`config.mk`:
```
export PLATFORM = sky130hd
export DESIGN_NAME = overlap_load_flag_seq
export DESIGN_NICKNAME = d
export VERILOG_FILES = /design/src/rtl/olfs_pkg.sv /design/src/rtl/olfs_cfg_check.sv /design/src/rtl/olfs_strobe_div.sv /design/src/rtl/olfs_block_counter.sv /design/src/rtl/overlap_load_flag_seq.sv
export SDC_FILE = /design/constraint.sdc
export NUM_CORES = 1
export LEC_CHECK = 0
export BUFFER_PORTS_ARGS = -buffer_cell sky130_fd_sc_hd__buf_4
export CAP_MARGIN = 0
export CORE_MARGIN = 5
export CORE_UTILIZATION = 57
export DETAILED_ROUTE_END_ITERATION = 10
export PLACE_DENSITY = 0.79
export SYNTH_ARGS = -nofsm -noshare
export SYNTH_HDL_FRONTEND = slang
export SYNTH_SLANG_ARGS = --single-unit
```
`constraint.sdc`:
```
create_clock -name clk -period 3.3 [get_ports clk]
set_input_delay 0.33 -clock clk [delete_from_list [all_inputs] [get_ports clk]]
set_output_delay 0.33 -clock clk [all_outputs]
set_load 0.03 [all_outputs]
```
`src/rtl/olfs_pkg.sv`:
```
package olfs_pkg;
  typedef enum logic [1:0] {
    MODE_NONE = 2'b00,
    MODE_CONC = 2'b01,
    MODE_SEP  = 2'b10,
    MODE_RSV  = 2'b11
  } mode_e;

  typedef enum logic [1:0] {
    OVL_ZERO = 2'd0,
    OVL_HALF = 2'd1,
    OVL_QTR3 = 2'd2,
    OVL_RSV  = 2'd3
  } ovl_e;

  typedef enum logic [1:0] {
    DIV_1   = 2'd0,
    DIV_2   = 2'd1,
    DIV_4   = 2'd2,
    DIV_RSV = 2'd3
  } div_e;
endpackage

```
`src/rtl/olfs_cfg_check.sv`:
```
module olfs_cfg_check #(
  parameter int MIN_LOG2      = 4,
  parameter int MAX_LOG2      = 10,
  parameter int CONC_MAX_LOG2 = 9,
  parameter int GRP_W         = 4
) (
  input  logic [1:0]       mode_sel,
  input  logic [1:0]       ovl_sel,
  input  logic [3:0]       size_log2,
  input  logic [GRP_W-1:0] grp_num,
  input  logic [1:0]       div_sel,
  output logic             bad_cfg
);
  import olfs_pkg::*;

  logic mode_bad, size_bad, conc_bad, misc_bad;

  always_comb begin
    mode_bad = !(mode_sel == MODE_CONC || mode_sel == MODE_SEP);
    size_bad = (int'(size_log2) < MIN_LOG2) || (int'(size_log2) > MAX_LOG2);
    conc_bad = (mode_sel == MODE_CONC) && (int'(size_log2) > CONC_MAX_LOG2);
    misc_bad = (ovl_sel == OVL_RSV) || (div_sel == DIV_RSV) || (grp_num == '0);
    bad_cfg  = mode_bad | size_bad | conc_bad | misc_bad;
  end
endmodule

```
`src/rtl/olfs_strobe_div.sv`:
```
module olfs_strobe_div #(
  parameter int PRE_W = 2
) (
  input  logic       clk,
  input  logic       rst_n,
  input  logic       clr,
  input  logic       beat,
  input  logic [1:0] div_sel,
  output logic       tick
);
  import olfs_pkg::*;

  logic [PRE_W-1:0] pre_cnt;
  logic [PRE_W-1:0] pre_lim;

  always_comb begin
    unique case (div_sel)
      DIV_2:   pre_lim = PRE_W'(1);
      DIV_4:   pre_lim = PRE_W'(3);
      default: pre_lim = '0;
    endcase
    tick = beat && (pre_cnt == pre_lim);
  end

  always_ff @(posedge clk) begin
    if (!rst_n || clr) begin
      pre_cnt <= '0;
    end else if (beat) begin
      pre_cnt <= tick ? '0 : pre_cnt + PRE_W'(1);
    end
  end
endmodule

```
`src/rtl/olfs_block_counter.sv`:
```
module olfs_block_counter #(
  parameter int CNT_W = 11,
  parameter int GRP_W = 4
) (
  input  logic             clk,
  input  logic             rst_n,
  input  logic             clr,
  input  logic             tick,
  input  logic [3:0]       size_log2,
  input  logic [1:0]       ovl_sel,
  input  logic [GRP_W-1:0] grp_num,
  output logic             ev_fall,
  output logic             ev_rise,
  output logic             ev_done
);
  import olfs_pkg::*;

  logic [CNT_W-1:0] samp_cnt;
  logic [GRP_W-1:0] blk_cnt;
  logic [CNT_W-1:0] blk_len;
  logic [CNT_W-1:0] thresh;
  logic [CNT_W-1:0] samp_nxt;
  logic             is_first, is_last, blk_end;

  always_comb begin
    blk_len = CNT_W'(1) << size_log2;
    unique case (ovl_sel)
      OVL_QTR3: thresh = blk_len >> 2;
      OVL_HALF: thresh = blk_len >> 1;
      default:  thresh = blk_len;
    endcase
    samp_nxt = samp_cnt + CNT_W'(1);
    is_first = (blk_cnt == '0);
    is_last  = (blk_cnt == grp_num - GRP_W'(1));
    blk_end  = (samp_nxt == blk_len);
    ev_fall  = tick && (samp_nxt == thresh) && (is_first || is_last);
    ev_rise  = tick && (samp_cnt == '0) && (blk_cnt == GRP_W'(1));
    ev_done  = tick && blk_end && is_last;
  end

  always_ff @(posedge clk) begin
    if (!rst_n || clr) begin
      samp_cnt <= '0;
      blk_cnt  <= '0;
    end else if (tick) begin
      if (blk_end) begin
        samp_cnt <= '0;
        blk_cnt  <= blk_cnt + GRP_W'(1);
      end else begin
        samp_cnt <= samp_nxt;
      end
    end
  end
endmodule

```
`src/rtl/overlap_load_flag_seq.sv`:
```
module overlap_load_flag_seq #(
  parameter int MIN_LOG2      = 4,
  parameter int MAX_LOG2      = 10,
  parameter int CONC_MAX_LOG2 = MAX_LOG2 - 1,
  parameter int GRP_W         = 4,
  parameter int PRE_W         = 2
) (
  input  logic             clk,
  input  logic             rst_n,
  input  logic [1:0]       mode_sel,
  input  logic [1:0]       ovl_sel,
  input  logic [3:0]       size_log2,
  input  logic [GRP_W-1:0] grp_num,
  input  logic [1:0]       div_sel,
  input  logic             start,
  input  logic             in_valid,
  output logic             in_ready,
  output logic             load_flag,
  output logic             load_active,
  output logic             cfg_err
);
  localparam int CNT_W = MAX_LOG2 + 1;

  logic             bad_cfg;
  logic             start_take;
  logic             beat, tick;
  logic             ev_fall, ev_rise, ev_done;
  logic [1:0]       ovl_q;
  logic [3:0]       size_q;
  logic [GRP_W-1:0] grp_q;
  logic [1:0]       div_q;

  olfs_cfg_check #(
    .MIN_LOG2(MIN_LOG2), .MAX_LOG2(MAX_LOG2),
    .CONC_MAX_LOG2(CONC_MAX_LOG2), .GRP_W(GRP_W)
  ) u_cfg (
    .mode_sel(mode_sel), .ovl_sel(ovl_sel), .size_log2(size_log2),
    .grp_num(grp_num), .div_sel(div_sel), .bad_cfg(bad_cfg)
  );

  assign start_take = start && !load_active;
  assign in_ready   = load_active;
  assign beat       = in_valid && load_active;

  olfs_strobe_div #(.PRE_W(PRE_W)) u_div (
    .clk(clk), .rst_n(rst_n), .clr(start_take),
    .beat(beat), .div_sel(div_q), .tick(tick)
  );

  olfs_block_counter #(.CNT_W(CNT_W), .GRP_W(GRP_W)) u_cnt (
    .clk(clk), .rst_n(rst_n), .clr(start_take), .tick(tick),
    .size_log2(size_q), .ovl_sel(ovl_q), .grp_num(grp_q),
    .ev_fall(ev_fall), .ev_rise(ev_rise), .ev_done(ev_done)
  );

  always_ff @(posedge clk) begin
    if (!rst_n) begin
      load_active <= 1'b0;
      load_flag   <= 1'b0;
      cfg_err     <= 1'b0;
      ovl_q       <= '0;
      size_q      <= '0;
      grp_q       <= '0;
      div_q       <= '0;
    end else if (start_take) begin
      if (bad_cfg) begin
        cfg_err   <= 1'b1;
        load_flag <= 1'b0;
      end else begin
        cfg_err     <= 1'b0;
        load_active <= 1'b1;
        load_flag   <= 1'b1;
        ovl_q       <= ovl_sel;
        size_q      <= size_log2;
        grp_q       <= grp_num;
        div_q       <= div_sel;
      end
    end else if (load_active) begin
      if (ev_done) load_active <= 1'b0;
      if (ev_fall)      load_flag <= 1'b0;
      else if (ev_rise) load_flag <= 1'b1;
    end
  end
endmodule

```
-- Yosys cells after proc, flatten, opt, wreduce, memory -nomap -nowiden
Cells that the tools add are included.
W data, S select, Z words.
- divide/modulo/power cells: 0
- bitwise logic cells: 4
- order comparisons: 3
- $mul: 0
- add/sub/neg operators: 4
- shift-type cells: 1
- equality and inequality tests: 14
- multiplexer cells: 14
- reduce and logical (&&, ||, !) cells: 27
- operators with widths (cell ; number):
    $eq A11 B11 Y1 ; 2
    $pmux W11 S2 ; 1
    $add A11 B1 Y11 const B ; 1
    $logic_not A11 Y1 ; 1
    $mux W11 ; 1
    $shl A1 B4 Y11 const A ; 1
    $eq A2 B2 Y1 const B ; 5
    $logic_and A1 B1 Y1 ; 10
    $mux W1 ; 10
    $gt A4 B4 Y1 const B ; 2
    $logic_not A4 Y1 ; 2
    $eq A2 B1 Y1 const B ; 3
    $logic_or A1 B1 Y1 ; 6
    $reduce_and A2 Y1 ; 3
    $add A4 B1 Y4 const B ; 1
    $eq A4 B1 Y1 const B ; 1
    $eq A4 B4 Y1 ; 1
    $lt A4 B3 Y1 const B ; 1
    $pmux W2 S2 ; 1
    $sub A4 B1 Y4 const B ; 1
    $logic_not A1 Y1 ; 3
    $or A1 B1 Y1 ; 3
    $reduce_bool A3 Y1 ; 1
    $add A2 B1 Y2 const B ; 1
    other kinds (5) ; 5
- word-level logic and storage cells: 77
- RAM bits: 0
- ROM bits: 0
- register bits: 32
- memories: 0
- latch bits: 0

-- Logic depth before layout (Yosys ltp)
- depth in word-level cells: 10
- gate-level depth with buffers: 12
- depth with buffers taken out: 9

-- Cells and area by module
A second synthesis with hierarchy kept.
- cell total of the unflattened synthesis: 339
- area total of the unflattened synthesis: 2725.1 um2
- modules (own cells, without submodules) (module ; area an instance (um2) ; cells each ; instances ; seq. area each (um2)):
    olfs_block_counter ; 1859.3 ; 244 ; 1 ; 300.3
    overlap_load_flag_seq ; 653.1 ; 69 ; 1 ; 300.3
    olfs_strobe_div ; 146.4 ; 18 ; 1 ; 40.0
    olfs_cfg_check ; 66.3 ; 8 ; 1 ; 0.0

-- Worst setup path before layout
No wires, ideal clock.
- path kind: register -> register
- start: reg u_cnt.samp_cnt[0]
- end: reg u_cnt.blk_cnt[2]
- setup slack: 0.484 ns
- setup time: 0.070 ns
- stages on the path, launching flop included: 13
- data arrival time: 2.747 ns
- required time: 3.230 ns
- cells stage by stage: dfxtp_1 clkbuf_1 inv_1 ha_1 clkbuf_1 or4b_1 a21oi_1 o211ai_1 a2bb2oi_1 nand4_1 buf_2 or4_1 a21oi_1
- word-level cells in the longest chain between the ends: 3
- ends and longest elaborated chain (element ; line ; source):
    from (decl) ; olfs_block_counter.sv:18 ; logic [CNT_W-1:0] samp_cnt;
    from (signal assigned) ; olfs_block_counter.sv:50 ; samp_cnt <= samp_nxt;
    $add A11 B1 Y11 ; olfs_block_counter.sv:32 ; samp_nxt = samp_cnt + CNT_W'(1);
    $eq A11 B11 Y1 ; olfs_block_counter.sv:35 ; blk_end = (samp_nxt == blk_len);
    $reduce_and A2 Y1 (no source line) ; -- ;
    to (signal assigned) ; olfs_block_counter.sv:48 ; blk_cnt <= blk_cnt + GRP_W'(1);
    to (decl) ; olfs_block_counter.sv:19 ; logic [GRP_W-1:0] blk_cnt;
No other way between the ends.
A chain may end at the register's enable or synchronous reset.

-- Final worst setup path
- start: reg u_cnt.samp_cnt[0]
- end: reg u_cnt.blk_cnt[3]
The elaborated chain is that of the path after synthesis.

==> impl_summary.txt <==
----------------------------------------------------
[Global route]
  Pin count of the biggest net entering global routing ... 24
  Initial antenna violation count ... 0
  Global-route total usage across every layer ... 20.8%
  Via count of the first global-routing pass ... 2217
  First-pass GRT wire length ... 10.3 mm
  Global-route congestion overflow total ... 0

[Critical path]
  Cell with the largest stage delay on the worst path ... sky130_fd_sc_hd__dfxtp_1
  Critical path's largest stage delay ... 0.49 ns
  CP dominant cell by count ... sky130_fd_sc_hd__a21oi_1
  Worst path required time ... 3.52 ns
  Largest delay contributor family on the critical path ... simple AND/OR/NAND/NOR gates
  Number of buffers and inverters on the critical path ... 2
  Maximum fanout along the worst path ... 10
  Worst Setup Start Kind ... flip-flop
  Category of the critical setup timing path ... reg2reg
  Worst flop-to-flop path startpoint ... u_cnt.samp_cnt[0]
  Internal reg-to-reg setup slack ... 0.33 ns
  Arrival time worst endpoint ... 3.18 ns
  Critical path endpoint category ... flip-flop
  Worst-case reg-to-reg path depth ... 10
  Reg-to-Reg End ... u_cnt.blk_cnt[3]
  List of cells traversed by the critical path ... inv_1 -> ha_1 -> or4b_1 -> a21oi_1 -> o211ai_1 -> a2bb2oi_1 -> nand4_1 -> buf_4 -> or4_1 -> a21oi_1

[Floorplanning]
  Top-Level Pins ... 22
  Height of the die ... 77.5 um
  Number of placement rows ... 24
  Core Footprint ... 0.00438 sq mm
  Floorplan die width ... 77.5 um
  Die area ... 0.00600 sq mm
  Initial core utilization ... 59.2%

[Route]
  Wire length per cell ... 16.1 um
  Vias per cell ... 6.25
  Vias ... 2414
  First drt pass iteration count ... 4
  Routed WL ... 6.21 mm
  Number of routed nets with antenna violations ... 0
  1st-iter DRT viols ... 240
  Final routed DRC violation total ... 0

[Logic synthesis]
  Mean Syn Cell Area ... 8.08 sq um
  Syn. warnings ... 0
  EDFF count, synth ... 0
  Share of synthesized area occupied by flip-flops and latches ... 24.7%
  Synth async-reset ratio ... 0%
  Post-synth net total ... 349
  Yosys cell types ... 65
  Synth top area share ... 24.7%
  Synthesized cell area ... 0.00259 sq mm
  Post-Syn Instances ... 321
  Commonest register cell after synthesis ... sky130_fd_sc_hd__dfxtp_1
  Leading post-synthesis cells by cell area ... sky130_fd_sc_hd__dfxtp_1 25%, sky130_fd_sc_hd__a21oi_1 5.4%, sky130_fd_sc_hd__ha_1 4.8%, sky130_fd_sc_hd__nor2b_1 4.3%, sky130_fd_sc_hd__nor2_1 4.1%
  Cell type with the highest aggregate area in the netlist ... sky130_fd_sc_hd__dfxtp_1
  Number of synthesized register bits ... 32

[Run status]
  Run status ... finished, final reports clean

[Timing]
  Setup repair after global routing missed its margin ... false
  Max-slew violation total from the final report ... 0
  Final Worst Setup Slack ... 0.332 ns
  Slew of the pin with the lowest slew margin ... 0.981 ns
  Number of failing hold endpoints at the final stage ... 0
  Final worst path period share ... 89.9%
  Worst slew margin ... 34.6%
  Worst hold-check slack ... 0.250 ns
  Highest clock rate ... 0.337 GHz
  Final setup viols ... 0
  Post-route minimum period ... 2.97 ns
  Setup skew after layout ... 0.00707 ns
  Post-route setup TNS ... 0 ns

[Layout]
  Post-layout util ... 64.3%
  Register cell area after layout ... 641 sq um
  # nets final ... 361
  Fill cell total of the finished layout ... 377
  Share of cells above drive strength 1 ... 15.3%
  Area growth, synth to finish ... 8.63%
  Antenna Diode Count ... 0
  Post-route standard cell area excluding fillers ... 0.00282 sq mm
  Final non-filler cell total ... 386
  Multi-input gate area ... 0.00175 sq mm

[Clock tree]
  Clk pin slew, worst setup/hold paths ... 0.07 ns
  Deepest level of the CTS H-tree ... 2
  Clock latency of the later-clocked register in the worst-skew pair ... 0.29 ns
  PostCTS Resize Cnt ... 0
  Post-CTS Setup Repair Bufs ... 0
  Total clock buffers created by CTS ... 5
  Clock tree from TritonCTS ... built
  Clock Tree Root ... sky130_fd_sc_hd__clkbuf_8
  Deepest clock path buffer count ... 2
  Hold bufs inserted after CTS ... 0
  Sink count of the clock tree ... 32

[Place]
  Post-detailed-placement cell area ... 0.00271 sq mm
  Number of I/O port buffers ... 21
  Total instance count after detailed placement ... 378
  DPL Wire Length ... 4.57 mm
  Setup slack after placement ... 0.404 ns
  Final weighted congestion in routability-driven placement ... 0.899

[Min path]
  Hold Startpoint ... size_log2[3]
  Number of instances on the worst hold path ... 2
  End point of the worst hold path ... size_q[2]
  Classification of the worst-slack hold path ... in2reg

[Pwr]
  Power density normalized to cell area ... 315 mW/mm^2
  Peak supply drop ... 0.235 mV
  Static leakage ... 1.04 nW
  Power after layout ... 889 uW

[Flow run]
  Number of max-cap violations ... 0

----------------------------------------------------
[worst max-delay path by stage]
| stage | startpoint | endpoint | slack [ns] | depth (start not counted) |
|---|---|---|---|---|
| 2_1_floorplan | u_cnt.samp_cnt[0] | u_cnt.blk_cnt[2] | 0.48 | 12 |
| 3_3_place_gp | u_cnt.samp_cnt[0] | u_cnt.blk_cnt[2] | 0.50 | 10 |
| 3_5_place_dp | u_cnt.samp_cnt[0] | u_cnt.blk_cnt[3] | 0.40 | 10 |
| 4_1_cts | u_cnt.samp_cnt[0] | u_cnt.blk_cnt[3] | 0.39 | 10 |
| 5_1_grt | u_cnt.samp_cnt[0] | u_cnt.samp_cnt[0] | 0.18 | 8 |
| 6_report | u_cnt.samp_cnt[0] | u_cnt.blk_cnt[3] | 0.33 | 10 |
[routing by layer]
metal | vias to the layer above | wire, um | global-route usage [%]
li1 | 1191 | - | -
met1 | 1127 | 2880 | 27.8
met2 | 77 | 2850 | 32.1
met3 | 19 | 288 | 4.05
met4 | 0 | 187 | 10.3
met5 | - | 0 | 0
[state kept, by name (all words and copies together), names as in the netlist]
register	flops
u_div.pre_cnt	2
u_cnt.blk_cnt	4
in_ready	1
load_flag	1
cfg_err	1
grp_q	4
size_q	4
ovl_q	2
div_q	2
u_cnt.samp_cnt	11
[cells in the final DEF (no fill, tap or decap), drive strengths merged, types with 2 or more instances in the layout]
master	instances
a32oi	3
a31oi	4
xnor2	12
inv	20
a21oi	28
xor2	11
or3	4
and2	2
mux2i	6
o211a	2
clkbuf	6
nand3	10
a2bb2oi	2
o31ai	2
nand3b	2
a221oi	2
a22o	6
o22ai	2
xnor3	3
nand4	9
nand2	16
nor4bb	2
o21ai	15
or4	4
nand2b	6
nor3	9
and4	3
and3	2
ha	10
buf	24
nor2b	18
nor4	5
dfxtp	32
nor2	28
[synth_stat cells (2+ instances only)]
library cell,number
sky130_fd_sc_hd__dfxtp_1,32
sky130_fd_sc_hd__a21oi_1,28
sky130_fd_sc_hd__nor2_1,28
sky130_fd_sc_hd__inv_1,20
sky130_fd_sc_hd__nor2b_1,18
sky130_fd_sc_hd__nand2_1,16
sky130_fd_sc_hd__o21ai_0,15
sky130_fd_sc_hd__xnor2_1,12
sky130_fd_sc_hd__xor2_1,11
sky130_fd_sc_hd__ha_1,10
sky130_fd_sc_hd__nand3_1,10
sky130_fd_sc_hd__clkbuf_1,9
sky130_fd_sc_hd__nand4_1,8
sky130_fd_sc_hd__nor3_1,8
sky130_fd_sc_hd__buf_6,6
sky130_fd_sc_hd__mux2i_1,6
sky130_fd_sc_hd__nand2b_1,6
sky130_fd_sc_hd__nor4_1,5
sky130_fd_sc_hd__a22o_1,4
sky130_fd_sc_hd__a31oi_1,4
sky130_fd_sc_hd__or4_1,4
sky130_fd_sc_hd__a32oi_1,3
sky130_fd_sc_hd__and4_2,3
sky130_fd_sc_hd__xnor3_2,3
sky130_fd_sc_hd__a221oi_1,2
sky130_fd_sc_hd__a22o_2,2
sky130_fd_sc_hd__and2_1,2
sky130_fd_sc_hd__and3_1,2
sky130_fd_sc_hd__buf_2,2
sky130_fd_sc_hd__nand3b_1,2
sky130_fd_sc_hd__nor4bb_1,2
sky130_fd_sc_hd__o211a_1,2
sky130_fd_sc_hd__o22ai_1,2
sky130_fd_sc_hd__o31ai_1,2
sky130_fd_sc_hd__or3_1,2
[area by class of cell]
| type | instances | share of cell area, % |
|---|---|---|
| clock inverters | 2 | 1.24 |
| multi-input cells | 250 | 62.1 |
| inverters | 20 | 2.66 |
| clock buffers | 6 | 2.57 |
| well taps | 52 | 2.31 |
| repair buffers | 24 | 6.39 |
| flip-flops and latches | 32 | 22.7 |
[power by group]
group          switching [mW]  total [mW]  internal [mW]
combinational          0.0637       0.114         0.0500
clock                   0.150       0.374          0.224
sequential            0.00920       0.401          0.392
total                   0.223       0.889          0.666
[kinds of logic (layout without fill, tap and decap cells)]
logic type / after synthesis / count (layout) / synth area share (%)
and+or+nand+nor: 125 / 125 / 27.7
AOI/OAI and AO/OA: 82 / 82 / 21.6
buffers and inverters: 39 / 52 / 8.00
DFF: 32 / 32 / 24.7
xor gates and xnor gates: 26 / 26 / 10.5
adders and majority gates: 10 / 10 / 4.82
muxes: 7 / 7 / 2.75
Note: power is estimated with default switching activity, not from simulation.
